===== src/rtl/nwsram_pkg.sv =====
package nwsram_pkg;

  typedef enum logic [1:0] {
    OP_NONE  = 2'd0,
    OP_READ  = 2'd1,
    OP_WRITE = 2'd2
  } opKind;

  // Strobes from control to datapath for the current cycle.
  typedef struct packed {
    logic step;    // edge is enabled
    logic fetch;   // stage A holds a read: load the output register
    logic commit;  // stage B holds a write: store dataIn
  } ctlStrobes;

endpackage


===== src/rtl/nwsram_burst.sv =====
module nwsram_burst #(
  parameter int ADDR_W  = 8,
  parameter int BURST_W = 2
) (
  input  logic              clk,
  input  logic              rstN,
  input  logic              step,
  input  logic              load,
  input  logic              interleave,
  input  logic [ADDR_W-1:0] addrIn,
  output logic [ADDR_W-1:0] effAddr
);
  localparam int HiW = ADDR_W - BURST_W;

  logic [ADDR_W-1:0]  baseAddr;
  logic [BURST_W-1:0] beat;
  logic [BURST_W-1:0] nextBeat;
  logic [BURST_W-1:0] lowBits;

  assign nextBeat = beat + BURST_W'(1);
  assign lowBits  = interleave ? (baseAddr[BURST_W-1:0] ^ nextBeat)
                               : (baseAddr[BURST_W-1:0] + nextBeat);
  assign effAddr  = load ? addrIn : {baseAddr[ADDR_W-1 -: HiW], lowBits};

  always_ff @(posedge clk or negedge rstN) begin
    if (!rstN) begin
      baseAddr <= '0;
      beat     <= '0;
    end else if (step) begin
      if (load) begin
        baseAddr <= addrIn;
        beat     <= '0;
      end else begin
        beat     <= nextBeat;
      end
    end
  end
endmodule


===== src/rtl/nwsram_ctrl.sv =====
module nwsram_ctrl
  import nwsram_pkg::*;
#(
  parameter int ADDR_W  = 8,
  parameter int BURST_W = 2
) (
  input  logic              clk,
  input  logic              rstN,
  input  logic              clkEnN,
  input  logic              selN0,
  input  logic              sel1,
  input  logic              selN2,
  input  logic              wrN,
  input  logic              advance,
  input  logic              interleave,
  input  logic [ADDR_W-1:0] addr,
  output logic [ADDR_W-1:0] issueAddr,
  output ctlStrobes         stb
);
  logic  selected;
  opKind loadOp;
  opKind issueOp;
  opKind aOp;   // operation sampled at the previous enabled edge
  opKind bOp;   // operation sampled two enabled edges ago

  assign selected = !selN0 && sel1 && !selN2;

  always_comb begin
    if (!selected)  loadOp = OP_NONE;
    else if (wrN)   loadOp = OP_READ;
    else            loadOp = OP_WRITE;
  end

  // A continuation repeats whatever was issued last, which is stage A.
  assign issueOp = advance ? aOp : loadOp;

  nwsram_burst #(
    .ADDR_W (ADDR_W),
    .BURST_W(BURST_W)
  ) u_burst (
    .clk       (clk),
    .rstN      (rstN),
    .step      (!clkEnN),
    .load      (!advance),
    .interleave(interleave),
    .addrIn    (addr),
    .effAddr   (issueAddr)
  );

  always_ff @(posedge clk or negedge rstN) begin
    if (!rstN) begin
      aOp <= OP_NONE;
      bOp <= OP_NONE;
    end else if (!clkEnN) begin
      aOp <= issueOp;
      bOp <= aOp;
    end
  end

  assign stb.step   = !clkEnN;
  assign stb.fetch  = (aOp == OP_READ);
  assign stb.commit = (bOp == OP_WRITE);
endmodule


===== src/rtl/nwsram_datapath.sv =====
module nwsram_datapath
  import nwsram_pkg::*;
#(
  parameter int ADDR_W = 8,
  parameter int BYTES  = 2,
  parameter int BYTE_W = 8,
  localparam int DataW = BYTES * BYTE_W,
  localparam int Depth = 1 << ADDR_W
) (
  input  logic              clk,
  input  logic              rstN,
  input  ctlStrobes         stb,
  input  logic [ADDR_W-1:0] issueAddr,
  input  logic [BYTES-1:0]  byteWrN,
  input  logic [DataW-1:0]  dataIn,
  output logic [DataW-1:0]  dataOut,
  output logic              dataValid
);
  logic [ADDR_W-1:0] aAddr;
  logic [ADDR_W-1:0] bAddr;
  logic [BYTES-1:0]  aByteN;
  logic [BYTES-1:0]  bByteN;
  logic [DataW-1:0]  fetchWord;
  logic              sameWord;

  // A write committing at this edge to the word being fetched forwards its lanes.
  assign sameWord = stb.commit && (bAddr == aAddr);

  for (genvar b = 0; b < BYTES; b++) begin : g_lane
    logic [BYTE_W-1:0] laneMem [Depth];
    logic              laneWr;

    assign laneWr = stb.step && stb.commit && !bByteN[b];

    always_ff @(posedge clk) begin
      if (laneWr) laneMem[bAddr] <= dataIn[b*BYTE_W +: BYTE_W];
    end

    assign fetchWord[b*BYTE_W +: BYTE_W] =
      (sameWord && !bByteN[b]) ? dataIn[b*BYTE_W +: BYTE_W] : laneMem[aAddr];
  end

  always_ff @(posedge clk or negedge rstN) begin
    if (!rstN) begin
      aAddr     <= '0;
      bAddr     <= '0;
      aByteN    <= '1;
      bByteN    <= '1;
      dataOut   <= '0;
      dataValid <= 1'b0;
    end else if (stb.step) begin
      aAddr     <= issueAddr;
      aByteN    <= byteWrN;
      bAddr     <= aAddr;
      bByteN    <= aByteN;
      dataValid <= stb.fetch;
      if (stb.fetch) dataOut <= fetchWord;
    end
  end
endmodule


===== src/rtl/nwsram.sv =====
module nwsram
  import nwsram_pkg::*;
#(
  parameter int ADDR_W  = 8,
  parameter int BYTES   = 2,
  parameter int BYTE_W  = 8,
  parameter int BURST_W = 2
) (
  input  logic                    clk,
  input  logic                    rstN,
  input  logic                    clkEnN,
  input  logic                    selN0,
  input  logic                    sel1,
  input  logic                    selN2,
  input  logic                    wrN,
  input  logic                    advance,
  input  logic                    interleave,
  input  logic [BYTES-1:0]        byteWrN,
  input  logic [ADDR_W-1:0]       addr,
  input  logic                    outEnN,
  input  logic [BYTES*BYTE_W-1:0] dataIn,
  output logic [BYTES*BYTE_W-1:0] dataOut,
  output logic                    dataDrive
);
  ctlStrobes         ctlStb;
  logic [ADDR_W-1:0] issueAddr;
  logic              dataValid;

  nwsram_ctrl #(
    .ADDR_W (ADDR_W),
    .BURST_W(BURST_W)
  ) u_ctrl (
    .clk       (clk),
    .rstN      (rstN),
    .clkEnN    (clkEnN),
    .selN0     (selN0),
    .sel1      (sel1),
    .selN2     (selN2),
    .wrN       (wrN),
    .advance   (advance),
    .interleave(interleave),
    .addr      (addr),
    .issueAddr (issueAddr),
    .stb       (ctlStb)
  );

  nwsram_datapath #(
    .ADDR_W(ADDR_W),
    .BYTES (BYTES),
    .BYTE_W(BYTE_W)
  ) u_dp (
    .clk      (clk),
    .rstN     (rstN),
    .stb      (ctlStb),
    .issueAddr(issueAddr),
    .byteWrN  (byteWrN),
    .dataIn   (dataIn),
    .dataOut  (dataOut),
    .dataValid(dataValid)
  );

  assign dataDrive = dataValid && !outEnN;
endmodule


===== config.mk =====
export PLATFORM = sky130hd
export DESIGN_NAME = nwsram
export DESIGN_NICKNAME = d
export VERILOG_FILES = /design/src/rtl/nwsram_pkg.sv /design/src/rtl/nwsram_burst.sv /design/src/rtl/nwsram_ctrl.sv /design/src/rtl/nwsram_datapath.sv /design/src/rtl/nwsram.sv
export SDC_FILE = /design/constraint.sdc
export NUM_CORES = 2
export LEC_CHECK = 0
export ABC_CLOCK_PERIOD_IN_PS = 2500
export BUFFER_PORTS_ARGS = -buffer_cell sky130_fd_sc_hd__buf_2
export CORE_ASPECT_RATIO = 1.25
export CORE_MARGIN = 2
export CORE_UTILIZATION = 57
export DETAILED_ROUTE_END_ITERATION = 10
export GPL_TIMING_DRIVEN = 0
export HOLD_SLACK_MARGIN = 0.08
export PLACE_DENSITY = 0.76
export SLEW_MARGIN = 20
export SYNTH_ARGS = -nofsm -noshare
export SYNTH_HDL_FRONTEND = slang
export SYNTH_HIERARCHICAL = 1
export SYNTH_SLANG_ARGS = --single-unit

===== constraint.sdc =====
create_clock -name clk -period 2.5 [get_ports clk]
set_clock_uncertainty 0.2 [all_clocks]
set_input_delay 0.25 -clock clk [delete_from_list [all_inputs] [get_ports clk]]
set_output_delay 0.25 -clock clk [all_outputs]
set_load 0.005 [all_outputs]

==> flow_results.xml <==
<?xml version="1.0" encoding="UTF-8"?>
<metrics>
  <group name="yosys">
    <metric name="syn_nets" unit="">7854</metric>
    <metric name="register_area_share_after_synthesis" unit="">0.7672</metric>
    <metric name="synth-seq-cells" unit="">4147</metric>
    <metric name="synth_area_leaders" unit="">sky130_fd_sc_hd__edfxtp_1 (76%), sky130_fd_sc_hd__mux4_2 (11%), sky130_fd_sc_hd__mux2i_1 (3.0%)</metric>
    <metric name="synth_cell_types" unit="">83</metric>
    <metric name="netlist_area" unit="µm²">162000</metric>
    <metric name="post_synthesis_average_cell_area" unit="µm²">20.72</metric>
    <metric name="synth.largest_area_cell" unit="">sky130_fd_sc_hd__edfxtp_1</metric>
    <metric name="postSynth.topFlopCell" unit="">sky130_fd_sc_hd__edfxtp_1</metric>
    <metric name="synth_warnings" unit="">6</metric>
    <metric name="number_of_instances_in_the_synthesized_netlist" unit="">7817</metric>
    <metric name="synth_top_area_frac" unit="">0.7593</metric>
    <metric name="synth_edf_count" unit="">4096</metric>
    <metric name="async_flop_share" unit="">0.01230</metric>
  </group>
  <group name="finish">
    <metric name="most_frequent_standard_cell_in_the_layout_excluding_fill_and_tap_cells" unit="">sky130_fd_sc_hd__edfxtp_1</metric>
    <metric name="filler_cell_count" unit="">15910</metric>
    <metric name="design.final.nets" unit="">8816</metric>
    <metric name="mostFrequentLayoutCells" unit="">sky130_fd_sc_hd__edfxtp_1 (4096), sky130_fd_sc_hd__mux4_2 (776), sky130_fd_sc_hd__mux2i_1 (469)</metric>
    <metric name="synthToLayoutAreaGrowth" unit="%">21.06</metric>
    <metric name="layoutNonFillerInstCount" unit="">12870</metric>
    <metric name="drive_gt1_frac" unit="">0.3613</metric>
  </group>
  <group name="timing">
    <metric name="slew_headroom" unit="">0.1703</metric>
    <metric name="final_setup_violation_count" unit="">3874</metric>
    <metric name="layout_min_cycle_time" unit="ns">4.154</metric>
    <metric name="timing.fmax" unit="MHz">240.7</metric>
    <metric name="worst_margin_pin_slew" unit="ns">1.241</metric>
    <metric name="part_of_the_cycle_the_worst_path_needs" unit="">1.661</metric>
    <metric name="setup_total_negative_slack" unit="ns">-1037.62</metric>
    <metric name="timing_hold_violations_final" unit="">0</metric>
    <metric name="rsz0062_at_grt" unit="">yes</metric>
    <metric name="final.setup.worst_slack" unit="ns">-1.654</metric>
    <metric name="finalMaxSlewViolations" unit="">0</metric>
  </group>
  <group name="global_routing">
    <metric name="grt_start_max_net_pins" unit="">131</metric>
    <metric name="use_met1" unit="">0.4666</metric>
    <metric name="grtUsageMet2" unit="">0.6008</metric>
    <metric name="grt_overflow" unit="">0</metric>
    <metric name="total_routing_usage_reported_by_global_routing" unit="">0.4172</metric>
    <metric name="first_global_vias" unit="">90160</metric>
    <metric name="grt_antenna_before_repair" unit="">57</metric>
    <metric name="global_route_wire_length_before_repair" unit="µm">792000</metric>
    <metric name="grt_most_used_layer" unit="">met2</metric>
    <metric name="groute.layer.met3.usage" unit="">0.1752</metric>
  </group>
  <group name="worst_hold_path">
    <metric name="holdCritPathClass" unit="">in2reg</metric>
  </group>
  <group name="clocking">
    <metric name="cts_root_buf" unit="">sky130_fd_sc_hd__clkbuf_16</metric>
    <metric name="numCtsBuffers" unit="">377</metric>
    <metric name="tritoncts" unit="">yes</metric>
    <metric name="cts_sinks" unit="">4147</metric>
    <metric name="cts.path.max_buffers" unit="">4</metric>
    <metric name="clk-insertion-delay-late" unit="ns">0.96</metric>
    <metric name="cts-htree-levels" unit="">5</metric>
    <metric name="worst_setup_hold_path_clk_slew" unit="ns">0.07</metric>
  </group>
  <group name="worst_setup_path">
    <metric name="setup.worst_path.end_class" unit="">register</metric>
    <metric name="setup.worst_path.start_class" unit="">register</metric>
    <metric name="timing.critical_path.required" unit="ns">3.16</metric>
    <metric name="cp_max_fo" unit="">10</metric>
    <metric name="r2r_setup_slack" unit="ns">-1.65</metric>
    <metric name="criticalPathCategory" unit="">reg2reg</metric>
    <metric name="arrival" unit="ns">4.81</metric>
  </group>
  <group name="detailed_routing">
    <metric name="detail_route.first_pass.iterations" unit="">9</metric>
    <metric name="drcViolationCount" unit="">0</metric>
    <metric name="via_per_inst" unit="">7.538</metric>
    <metric name="ant_nets" unit="">0</metric>
    <metric name="wirelength" unit="µm">625500</metric>
    <metric name="dr_total_vias" unit="">97020</metric>
    <metric name="detail_route.iter0.violations" unit="">19860</metric>
    <metric name="routedWlPerCell" unit="µm">48.60</metric>
  </group>
  <group name="die">
    <metric name="floorplan.initialDensity" unit="">0.5738</metric>
    <metric name="fp.dieArea" unit="µm²">288500</metric>
    <metric name="row_count" unit="">218</metric>
    <metric name="die-width" unit="µm">480.8</metric>
    <metric name="i_o_pin_count" unit="">53</metric>
    <metric name="fp.dieH" unit="µm">600.0</metric>
    <metric name="core_area" unit="µm²">282300</metric>
  </group>
  <group name="placed_design">
    <metric name="place_congestion" unit="">1.046</metric>
    <metric name="port_buffers" unit="">52</metric>
    <metric name="dp.final_hpwl" unit="µm">399700</metric>
    <metric name="placed_cells_incl_taps" unit="">11700</metric>
    <metric name="place_worst_setup_slack" unit="ns">-3.113</metric>
  </group>
  <group name="run_status">
    <metric name="outcome" unit="">finished with violations</metric>
    <metric name="violated_checks" unit="">negative setup slack</metric>
  </group>
  <group name="pwr">
    <metric name="highest_ir_drop_seen_on_vdd" unit="µV">860.9</metric>
    <metric name="static_power_due_to_leakage" unit="nW">62.42</metric>
    <metric name="power.density" unit="nW/µm²">907.6</metric>
  </group>
  <group name="run">
    <metric name="max_cap_check_violation_count" unit="">0</metric>
  </group>
</metrics>
final cells by class:
cell class | count | area, µm² | area share
plain buffers | 489 | 6688 | 0.03410
clock inverters | 221 | 2283 | 0.01164
inverters | 9 | 38.79 | 0.0001978
flip-flops and latches | 4147 | 124300 | 0.6338
clock buffers | 461 | 10060 | 0.05128
well taps | 3740 | 4679 | 0.02386
multi-input cells | 3165 | 40110 | 0.2045
diodes | 48 | 120.1 | 0.0006125
repair buffers | 590 | 7840 | 0.03998
worst paths after layout:
| kind | from | end | depth (start not counted) |
|---|---|---|---|
| worst max-delay path | u_dp/aAddr[4] | u_dp/dataOut[7] | 11 |
| worst min-delay path | dataIn[10] | u_dp/g_lane[1].laneMem[154][2] | 2 |
| worst max register to register | u_dp/aAddr[4] | u_dp/dataOut[7] | 11 |
| worst min register to register | u_ctrl/aOp[1] | u_ctrl/bOp[1] | 1 |
| max in group asynchronous | rstN | u_dp/aAddr[0] | 4 |
| min in group asynchronous | rstN | u_dp/aByteN[1] | 3 |
registers in the layout, indices dropped and copies added (netlist names):
name	cells
u_dp/aAddr	8
u_ctrl/aOp	2
u_ctrl/u_burst/beat	2
u_ctrl/u_burst/baseAddr	8
u_dp/bAddr	8
u_dp/dataOut	16
u_dp/g_lane.laneMem	4096
u_ctrl/bOp	2
u_dp/aByteN	2
u_dp/bByteN	2
u_dp/dataValid	1
cells in the mapped netlist, drive strengths merged (10+ instances only):
master / number
edfxtp: 4096
mux4: 810
nor2: 575
mux2i: 491
buf: 319
a22oi: 211
clkbuf: 169
nand2: 137
o22ai: 98
mux2: 94
a211oi: 90
o21ai: 84
a21oi: 82
nor3: 81
nor2b: 50
dfrtp: 47
nand4: 35
nand3: 32
o221ai: 29
a22o: 26
a221oi: 19
and2: 18
o311ai: 18
o211ai: 17
nor4: 15
or2: 14
a311oi: 13
o21a: 12
or4: 12
a21o: 10
report_power, final:
group / total [mW] / internal [mW] / switching, mW / leakage (nW)
clock network: 59.4 / 33.1 / 26.3 / 6.04
logic: 41.4 / 14.8 / 26.6 / 19.0
registers: 77.2 / 76.5 / 0.621 / 37.4
cell families after synthesis:
| logic type | Yosys count | synth area share |
|---|---|---|
| buffers and inverters | 505 | 0.02079 |
| AOI/OAI and AO/OA | 751 | 0.03267 |
| xor gates and xnor gates | 10 | 0.0006256 |
| DFF | 4147 | 0.7672 |
| and+or+nand+nor | 1008 | 0.02806 |
| muxes | 1395 | 0.1506 |
| adders and majority gates | 1 | 0.00007723 |
stage by stage:
| stage | power (mW) | hold slack (ns) | util | instance area (µm²) |
|---|---|---|---|---|
| global placement | 108.1 | 0.2545 | 0.5925 | 167300 |
| CTS | 171.7 | 0.09740 | 0.6782 | 191500 |
| floorplan | 93.11 | -0.2456 | - | 162300 |
| detailed placement | 109.1 | 0.1659 | 0.6013 | 169800 |
| finish | 178.0 | 0.1153 | 0.6946 | 196100 |
| global route | 178.5 | 0.1521 | 0.6943 | 196000 |
per-layer routing:
metal	wire (µm)	vias to the layer above
met4	82740	30
met1	172800	48900
met3	103300	3128
met5	666	-
met2	266000	10500
li1	-	34460
worst max-delay path, stage by stage (launching register included):
cell and delay [ns]:
sky130_fd_sc_hd__dfrtp_1 0.44, sky130_fd_sc_hd__buf_6 0.23, sky130_fd_sc_hd__buf_8 0.22, sky130_fd_sc_hd__buf_6 0.19, sky130_fd_sc_hd__buf_6 0.27, sky130_fd_sc_hd__buf_8 0.26
sky130_fd_sc_hd__clkbuf_8 0.25, sky130_fd_sc_hd__mux2_2 0.21, sky130_fd_sc_hd__o22ai_1 0.15, sky130_fd_sc_hd__nor3_4 1.02, sky130_fd_sc_hd__o311ai_4 0.32, sky130_fd_sc_hd__o21ai_1 0.21
repair_timing:
| item | in CTS | in global routing |
|---|---|---|
| endpoints found under the hold margin | 3573 | 10 |
| resized for setup | 1680 | 528 |
| setup endpoints to repair | 4120 | 4091 |
| gates cloned | 1 | 9 |
| buffers inserted | 175 | 195 |
| hold buffers | 63 | 1 |
| pin swaps | 90 | 143 |
Power figures use the tool's default switching activity.
